<file path="src/rtl/mono_comb_pkg.sv">
package mono_comb_pkg;

    typedef enum logic [1:0] {
        ST_IDLE  = 2'd0,
        ST_SEEK  = 2'd1,
        ST_LEFT  = 2'd2,
        ST_RIGHT = 2'd3
    } rx_state_t;

    localparam logic MODE_SUM  = 1'b0;
    localparam logic MODE_DIFF = 1'b1;

endpackage

</file>
<file path="src/rtl/i2s_pin_sync.sv">
module i2s_pin_sync #(
    parameter int SYNC_STAGES = 2
) (
    input  logic clk,
    input  logic rst_n,
    input  logic bck_in,
    input  logic ws_in,
    input  logic sd_in,
    output logic bit_rise,
    output logic ws_bit,
    output logic sd_bit
);

    localparam int LAST = SYNC_STAGES - 1;

    logic [SYNC_STAGES-1:0] bck_q;
    logic [SYNC_STAGES-1:0] ws_q;
    logic [SYNC_STAGES-1:0] sd_q;
    logic                   bck_last;

    generate
        if (SYNC_STAGES < 2) begin : g_bad_depth
            initial $error("i2s_pin_sync needs at least two stages");
        end
    endgenerate

    always_ff @(posedge clk or negedge rst_n) begin
        if (!rst_n) begin
            bck_q    <= '0;
            ws_q     <= '0;
            sd_q     <= '0;
            bck_last <= 1'b0;
        end else begin
            bck_q    <= {bck_q[SYNC_STAGES-2:0], bck_in};
            ws_q     <= {ws_q[SYNC_STAGES-2:0], ws_in};
            sd_q     <= {sd_q[SYNC_STAGES-2:0], sd_in};
            bck_last <= bck_q[LAST];
        end
    end

    assign bit_rise = bck_q[LAST] & ~bck_last;
    assign ws_bit   = ws_q[LAST];
    assign sd_bit   = sd_q[LAST];

    a_r6_rise_is_pulse: assert property (@(posedge clk) disable iff (!rst_n)
        bit_rise |=> !bit_rise);

endmodule

</file>
<file path="src/rtl/i2s_frame_fsm.sv">
module i2s_frame_fsm
    import mono_comb_pkg::*;
#(
    parameter int SAMPLE_W = 24
) (
    input  logic                clk,
    input  logic                rst_n,
    input  logic                bit_rise,
    input  logic                ws_bit,
    input  logic                sd_bit,
    input  logic                mode_sel,
    output logic [SAMPLE_W-1:0] left_hold,
    output logic [SAMPLE_W-1:0] right_word,
    output logic                pair_mode,
    output logic                pair_done
);

    localparam int CNT_W = $clog2(SAMPLE_W + 1);
    localparam logic [CNT_W-1:0] CNT_FULL = CNT_W'(SAMPLE_W);

    rx_state_t           state, nxt;
    logic                ws_prev;
    logic [SAMPLE_W-1:0] shreg;
    logic [SAMPLE_W-1:0] shifted;
    logic [CNT_W-1:0]    cnt;
    logic                mode_lat;
    logic                ws_edge;
    logic                frame_start;
    logic                left_done;

    assign ws_edge     = bit_rise && (ws_bit != ws_prev);
    assign frame_start = ws_edge && !ws_bit;
    assign left_done   = ws_edge && ws_bit;
    assign shifted     = (cnt < CNT_FULL) ? {shreg[SAMPLE_W-2:0], sd_bit} : shreg;

    // next-state logic
    always_comb begin
        nxt = state;
        unique case (state)
            ST_IDLE:  if (bit_rise)    nxt = ST_SEEK;
            ST_SEEK:  if (frame_start) nxt = ST_LEFT;
            ST_LEFT:  if (left_done)   nxt = ST_RIGHT;
            ST_RIGHT: if (frame_start) nxt = ST_LEFT;
            default:                   nxt = ST_IDLE;
        endcase
    end

    // state register
    always_ff @(posedge clk or negedge rst_n) begin
        if (!rst_n) state <= ST_IDLE;
        else        state <= nxt;
    end

    // slot deserializer
    always_ff @(posedge clk or negedge rst_n) begin
        if (!rst_n) begin
            ws_prev <= 1'b0;
            shreg   <= '0;
            cnt     <= '0;
        end else if (bit_rise) begin
            ws_prev <= ws_bit;
            if (ws_edge || state == ST_IDLE) begin
                shreg <= '0;
                cnt   <= '0;
            end else begin
                shreg <= shifted;
                if (cnt < CNT_FULL) cnt <= cnt + 1'b1;
            end
        end
    end

    // outputs
    always_ff @(posedge clk or negedge rst_n) begin
        if (!rst_n) begin
            left_hold  <= '0;
            right_word <= '0;
            pair_mode  <= MODE_SUM;
            pair_done  <= 1'b0;
            mode_lat   <= MODE_SUM;
        end else begin
            pair_done <= 1'b0;
            unique case (state)
                ST_IDLE: ;
                ST_SEEK: begin
                    if (frame_start) mode_lat <= mode_sel;
                end
                ST_LEFT: begin
                    if (left_done) left_hold <= shifted;
                end
                ST_RIGHT: begin
                    if (frame_start) begin
                        right_word <= shifted;
                        pair_mode  <= mode_lat;
                        pair_done  <= 1'b1;
                        mode_lat   <= mode_sel;
                    end
                end
                default: ;
            endcase
        end
    end

    a_r6_one_pair_pulse: assert property (@(posedge clk) disable iff (!rst_n)
        pair_done |=> !pair_done);

    a_r7_no_early_pair: assert property (@(posedge clk) disable iff (!rst_n)
        (state == ST_IDLE || state == ST_SEEK) |=> !pair_done);

    a_r8_mode_only_at_frame: assert property (@(posedge clk) disable iff (!rst_n)
        !frame_start |=> $stable(mode_lat));

    a_r5_pair_from_right: assert property (@(posedge clk) disable iff (!rst_n)
        pair_done |-> (state == ST_LEFT));

endmodule

</file>
<file path="src/rtl/mono_combine.sv">
module mono_combine #(
    parameter int SAMPLE_W = 24
) (
    input  logic [SAMPLE_W-1:0] left_in,
    input  logic [SAMPLE_W-1:0] right_in,
    input  logic                diff_mode,
    output logic [SAMPLE_W-1:0] mono_out
);

    localparam int EXT_W = SAMPLE_W + 1;
    localparam logic [SAMPLE_W-1:0] POS_MAX = {1'b0, {(SAMPLE_W-1){1'b1}}};
    localparam logic [SAMPLE_W-1:0] NEG_MIN = {1'b1, {(SAMPLE_W-1){1'b0}}};

    logic [EXT_W-1:0] half_l, half_r, raw;

    always_comb begin
        half_l = {left_in[SAMPLE_W-1],  left_in[SAMPLE_W-1],  left_in[SAMPLE_W-1:1]};
        half_r = {right_in[SAMPLE_W-1], right_in[SAMPLE_W-1], right_in[SAMPLE_W-1:1]};
        raw    = diff_mode ? (half_l - half_r) : (half_l + half_r);
        if (raw[EXT_W-1] != raw[EXT_W-2]) mono_out = raw[EXT_W-1] ? NEG_MIN : POS_MAX;
        else                              mono_out = raw[SAMPLE_W-1:0];
    end

    always_comb begin
        if (diff_mode && left_in == right_in)
            a_r4_equal_cancels: assert (mono_out == '0);
        if (!diff_mode && left_in == right_in)
            a_r3_equal_sum: assert (mono_out == {left_in[SAMPLE_W-1:1], 1'b0});
    end

endmodule

</file>
<file path="src/rtl/adc_mono_combiner.sv">
module adc_mono_combiner #(
    parameter int SAMPLE_W    = 24,
    parameter int SYNC_STAGES = 2
) (
    input  logic                clk,
    input  logic                rst_n,
    input  logic                i2s_bck,
    input  logic                i2s_ws,
    input  logic                i2s_sd,
    input  logic                mode_sel,
    output logic                mono_valid,
    output logic [SAMPLE_W-1:0] mono_sample
);

    logic                bit_rise, ws_bit, sd_bit;
    logic [SAMPLE_W-1:0] left_hold, right_word, comb_res;
    logic                pair_mode, pair_done;

    i2s_pin_sync #(.SYNC_STAGES(SYNC_STAGES)) u_sync (
        .clk      (clk),
        .rst_n    (rst_n),
        .bck_in   (i2s_bck),
        .ws_in    (i2s_ws),
        .sd_in    (i2s_sd),
        .bit_rise (bit_rise),
        .ws_bit   (ws_bit),
        .sd_bit   (sd_bit)
    );

    i2s_frame_fsm #(.SAMPLE_W(SAMPLE_W)) u_fsm (
        .clk        (clk),
        .rst_n      (rst_n),
        .bit_rise   (bit_rise),
        .ws_bit     (ws_bit),
        .sd_bit     (sd_bit),
        .mode_sel   (mode_sel),
        .left_hold  (left_hold),
        .right_word (right_word),
        .pair_mode  (pair_mode),
        .pair_done  (pair_done)
    );

    mono_combine #(.SAMPLE_W(SAMPLE_W)) u_comb (
        .left_in   (left_hold),
        .right_in  (right_word),
        .diff_mode (pair_mode),
        .mono_out  (comb_res)
    );

    always_ff @(posedge clk or negedge rst_n) begin
        if (!rst_n) begin
            mono_valid  <= 1'b0;
            mono_sample <= '0;
        end else begin
            mono_valid <= pair_done;
            if (pair_done) mono_sample <= comb_res;
        end
    end

    a_r6_valid_single: assert property (@(posedge clk) disable iff (!rst_n)
        mono_valid |=> !mono_valid);

    a_r5_valid_follows_pair: assert property (@(posedge clk) disable iff (!rst_n)
        mono_valid |-> $past(pair_done));

    a_r1_sample_held: assert property (@(posedge clk) disable iff (!rst_n)
        !mono_valid |=> $stable(mono_sample) || mono_valid);

endmodule

</file>
<file path="config.mk">
export PLATFORM = sky130hd
export DESIGN_NAME = adc_mono_combiner
export DESIGN_NICKNAME = d
export VERILOG_FILES = /design/src/rtl/mono_comb_pkg.sv /design/src/rtl/i2s_pin_sync.sv /design/src/rtl/i2s_frame_fsm.sv /design/src/rtl/mono_combine.sv /design/src/rtl/adc_mono_combiner.sv
export SDC_FILE = /design/constraint.sdc
export NUM_CORES = 1
export LEC_CHECK = 0
export BUFFER_PORTS_ARGS = -buffer_cell sky130_fd_sc_hd__clkbuf_2
export CORE_MARGIN = 5
export CORE_UTILIZATION = 40
export DETAILED_ROUTE_END_ITERATION = 6
export RECOVER_POWER = 50
export SETUP_SLACK_MARGIN = 0.4
export SKIP_CTS_REPAIR_TIMING = 1
export SYNTH_ARGS = -nofsm -noshare
export SYNTH_HDL_FRONTEND = slang
export SYNTH_HIERARCHICAL = 1
export SYNTH_SLANG_ARGS = --single-unit
</file>
<file path="constraint.sdc">
create_clock -name clk -period 3.96 [get_ports clk]
set_clock_uncertainty 0.1 [all_clocks]
set_input_delay 0.792 -clock clk [delete_from_list [all_inputs] [get_ports clk]]
set_output_delay 0.792 -clock clk [all_outputs]
set_load 0.05 [all_outputs]
</file>
# [After elaboration in Yosys (flattened, before gate mapping)]
# Cells that the tools add are included.
[classes] bitwise_logic=2 addsub=3 n_lt_le_gt_ge=1 n_mux=13 n_reduce_logical=13 eq_ne=8
[op_table] op="2-to-1 mux 24 bit" n=4
[op_table] op="2-to-1 mux 25 bit" n=1
[op_table] op="adder 23 x 23 -> 24 bit" n=1
[op_table] op="subtractor 23 x 23 -> 24 bit" n=1
[op_table] op="2-to-1 mux 5 bit" n=2
[op_table] op="AND reduction 2 bit" n=4
[op_table] op="2-to-1 mux 2 bit" n=3
[op_table] op="inequality test 2 x 1 -> 1 bit, second input constant" n=3
[op_table] op="one-hot mux 2 bit (3 select lines)" n=1
[op_table] op="adder 5 x 1 -> 5 bit, second input constant" n=1
[op_table] op="less-than comparator 5 bit, second input constant" n=1
[op_table] op="equality test 2 bit, second input constant" n=2
[op_table] op="logical AND 1 bit" n=3
[op_table] op="AND reduction 3 bit" n=1
[op_table] op="equality test 2 x 1 -> 1 bit, second input constant" n=1
[op_table] op="logical NOT 2 bit" n=1
[op_table] op="2-to-1 mux 1 bit" n=2
[op_table] op="inequality test 1 bit" n=2
[op_table] op="nonzero test 2 bit" n=1
[op_table] op="OR reduction 2 bit" n=1
[op_table] op="bitwise AND 1 bit" n=1
[op_table] op="logical NOT 1 bit" n=1
[op_table] op="logical OR 1 bit" n=1
[op_table] op="NOT 1 bit" n=1
[word_totals] out_inout_bits=25 regBits=115 input_bits=6

# [Longest topological paths before layout]
[depth] word_depth=6 ltp_mapped=16

# [By module]
# The synthesis kept the hierarchy.
[modules_own_cells] module="i2s_frame_fsm" n_inst=1 area_per_inst_um2=3530.9 cells_per_inst=232 seq_area_each_um2=2077.0
[modules_own_cells] module="mono_combine" n_inst=1 area_per_inst_um2=1606.5 cells_per_inst=224 seq_area_each_um2=0.0
[modules_own_cells] module="adc_mono_combiner" n_inst=1 area_per_inst_um2=1022.2 cells_per_inst=52 seq_area_each_um2=625.6
[modules_own_cells] module="i2s_pin_sync" n_inst=1 area_per_inst_um2=188.9 cells_per_inst=8 seq_area_each_um2=175.2

# [Worst setup path before layout]
# OpenSTA, ideal clock, no wires.
[synth_timing] kind="reg-to-reg" from="register u_fsm.right_word[8]" to="register mono_sample[19]" n_path_buf=0 synth_period_minus_slack_ns=3.450 slack_ns=0.510 stages_incl_launch_ff=12 arrival_ns=3.225 cell_sequence="dfrtp_1 > or4_1 > nor4_1 > a21oi_1 > xnor2_1 > ha_1 > a21oi_1 > a21oi_1 > a211oi_2 > a31oi_1 > xor2_1 > mux2_4"
[synth_via] elab_chain_cells=4 word_cells_on_any_way=6 cone_classes="add/sub (2); eq/ne (1); mux (3)"
[synth_rtl] element="start: declaration" line="i2s_frame_fsm.sv:13" source="output logic [SAMPLE_W-1:0] right_word,"
[synth_rtl] element="start signal: assignment" line="i2s_frame_fsm.sv:92" source="right_word <= shifted;"
[synth_rtl] element="adder 23 x 23 -> 24 bit / subtractor 23 x 23 -> 24 bit (equally long branches)" line="mono_combine.sv:19" source="raw = diff_mode ? (half_l - half_r) : (half_l + half_r);"
[synth_rtl] element="2-to-1 mux 25 bit (*)" line="mono_combine.sv:19"
[synth_rtl] element="2-to-1 mux 24 bit / inequality test 1 bit (equally long branches)" line="mono_combine.sv:20" source="if (raw[EXT_W-1] != raw[EXT_W-2]) mono_out = raw[EXT_W-1] ? NEG_MIN : POS_MAX;"
[synth_rtl] element="2-to-1 mux 24 bit (*)" line="mono_combine.sv:20"
[synth_rtl] element="net comb_res[19]" line="adc_mono_combiner.sv:16" source="logic [SAMPLE_W-1:0] left_hold, right_word, comb_res;"
[synth_rtl] element="end signal: assignment" line="adc_mono_combiner.sv:56" source="if (pair_done) mono_sample <= comb_res;"
[synth_rtl] element="end: declaration" line="adc_mono_combiner.sv:12" source="output logic [SAMPLE_W-1:0] mono_sample"
# The timed path passes the listed nets; every way through them passes the cells marked *.
# A chain may end at the register's enable or synchronous reset.

# [Worst setup path after layout]
[layout_timing] from="register u_fsm.right_word[3]" to="register mono_sample[22]"
# The elaborated chain is that of the path after synthesis.

==> results by group <==
Timing
  – Pins over their slew limit: 0
  – RSZ-0062 raised after global routing: true
  – Tmin final: 3510 ps
  – Post-route clock period utilization: 88.7%
  – TNS Setup: 0 ps
  – Fmax: 0.285 GHz
  – Hold WS: 246 ps
  – Final setup fails: 0
  – Rel. slew slack: 5.70%
  – Worst-Margin Slew: 1410 ps
  – Final hold vios: 0

Worst setup path
  – Critical Path Start Type: register
  – CP Capture Type: register
  – Critical setup path kind: register to register
  – Biggest cell delay along the critical path: 430 ps
  – Delay-heaviest family, CP: compound AO/OA/AOI/OAI gates
  – Critical Path, Cell by Cell: nor3_4, and3_4, nor2_1, xnor2_1, ha_1, and3_1, a221o_1, a311oi_2, o21bai_2, a31oi_4, a21oi_1, xor2_1, mux2_4
  – Critical path buffer and inverter count: 0
  – Critical path data required time: 4150 ps
  – CP max stage cell: dfrtp_2
  – Critical-path maximum fanout: 4
  – CP Data Arrival Time: 3700 ps

Global route
  – Met2 Use GR: 21.1%
  – Antenna violations before repair: 0
  – GR Util All Layers: 14.1%
  – Met3 Use GR: 3.64%
  – Vias in the first global route: 4068
  – First-pass GRT wire length: 20.7 mm
  – Most crowded layer after global routing: met2
  – Largest net degree at the start of global routing: 59
  – Total congestion overflow: 0
  – Met1 Use GR: 19.6%

Drt
  – Detail Route Antenna Nets: 0
  – Final WL: 12.5 mm
  – Routed len/inst: 15.8 um
  – Drt drc: 0
  – DR vias: 4129
  – DRT Pass-1 Iters: 4
  – Initial detailed-routing violation count: 237
  – Vias per cell: 5.21

Run
  – Maxcap violations: 0

Floorplanning
  – # IOs: 31
  – Die Ht: 135 um
  – Die X: 135 um
  – Core Footprint: 0.0153 mm2
  – Initial Utilization: 41.1%
  – Placement Rows: 45
  – Total Die Area: 0.0183 mm2

Synth
  – Synthesized Nets: 544
  – Avg Synthesized Cell Area: 12.3 um2
  – Synthesized area: 0.00626 mm2
  – Synth Warn #: 6
  – Synth Instances: 511

Pwr
  – Worst vdd ir: 0.319 mV
  – Power Dens Cells: 785 mW/mm2
  – P_leak: 3.57 nW

Final layout
  – Antenna diodes: 0
  – Layout cell share with drive strength beyond 1: 38.0%
  – Final-layout fill cell count: 1336
  – Area grow syn2layout: 19.7%
  – Post-layout net count: 602

Clock network
  – Clock Latency Late Sink: 410 ps
  – H-tree depth: 4
  – CTS buffer count: 17
  – CTS tree: built
  – Root Buffer: clkbuf_16
  – Clock sinks: 113
  – Clock Path Buffers: 2
  – Worst-path clk slew: 50 ps

Place
  – PortBufs: 30
  – DP HPWL: 8.45 mm
  – RD Place Congestion: 0.852

Hold path
  – Worst hold path class: register to register

Outcome
  – Status: finished clean
-- routing by layer --
layer	vias to the layer above	routed length (um)
li1	2006	-
met3	20	440
met1	2028	6200
met5	-	0
met4	0	231
met2	75	5620
-- path summary, 6_finish.rpt --
check | start | end | slack [ps] | cells past startpoint
max reg2reg | u_fsm/right_word[3]$_DFFE_PN0P_ | mono_sample[22]$_DFFE_PN0P_ | 450 | 13
max | u_fsm/right_word[3]$_DFFE_PN0P_ | mono_sample[22]$_DFFE_PN0P_ | 450 | 13
max in group asynchronous | rst_n | u_fsm/right_word[3]$_DFFE_PN0P_ | 990 | 2
min reg2reg | u_sync/ws_q[0]$_DFF_PN0_ | u_sync/ws_q[1]$_DFF_PN0_ | 250 | 0
min | u_sync/ws_q[0]$_DFF_PN0_ | u_sync/ws_q[1]$_DFF_PN0_ | 250 | 0
min in group asynchronous | rst_n | u_fsm/shreg[18]$_DFFE_PN0P_ | 620 | 1
-- sequential cells by signal (all words and copies together) (netlist names) --
name              cells
u_fsm/pair_done       1
u_sync/ws_q           2
u_fsm/ws_prev         1
u_fsm/pair_mode       1
u_fsm/mode_lat        1
u_fsm/right_word     23
u_sync/sd_q           2
u_fsm/cnt             5
u_sync/bck_last       1
mono_valid            1
u_fsm/state           2
mono_sample          24
u_fsm/left_hold      23
u_fsm/shreg          24
u_sync/bck_q          2
-- layout by cell type, fill, tap and decap left out, types with 20 or more instances in the layout --
cell / count
mux2_4: 20
ha_1: 20
a22o_1: 25
nor2_1: 24
clkbuf_2: 31
a21oi_1: 26
xnor2_1: 35
mux2_2: 71
dfrtp_1: 110
buf_4: 26
-- stage by stage --
stage | setup WS [ps] | area [um2] | std cells | power [mW] | util, %
2_1_floorplan | 510 | 6260 | 511 | 3.40 | -
3_3_place_gp | 330 | 6550 | 740 | 3.82 | 42.9
3_5_place_dp | 209 | 6550 | 740 | 3.86 | 42.9
4_1_cts | 182 | 7210 | 771 | 5.59 | 47.2
5_1_grt | 274 | 7500 | 792 | 6.23 | 49.1
6_report | 448 | 7500 | 792 | 5.89 | 49.1
-- power breakdown --
group	leakage [nW]	total, mW	switching [mW]	internal (mW)
clock network	0.321	1.69	0.517	1.18
registers	1.52	1.43	0.118	1.31
logic	1.73	2.77	1.52	1.25
-- cell type report --
cell class / instances / area (um2) / share of cell area [%]
sequential: 113 / 2830 / 37.8
clock buffer: 21 / 480 / 6.41
multi-input combinational: 366 / 3340 / 44.5
timing repair buffer: 58 / 354 / 4.72
inverter: 13 / 48.8 / 0.651
clock inverter: 10 / 180 / 2.40
tap: 211 / 264 / 3.52
Note: power is estimated with default switching activity, not from simulation.
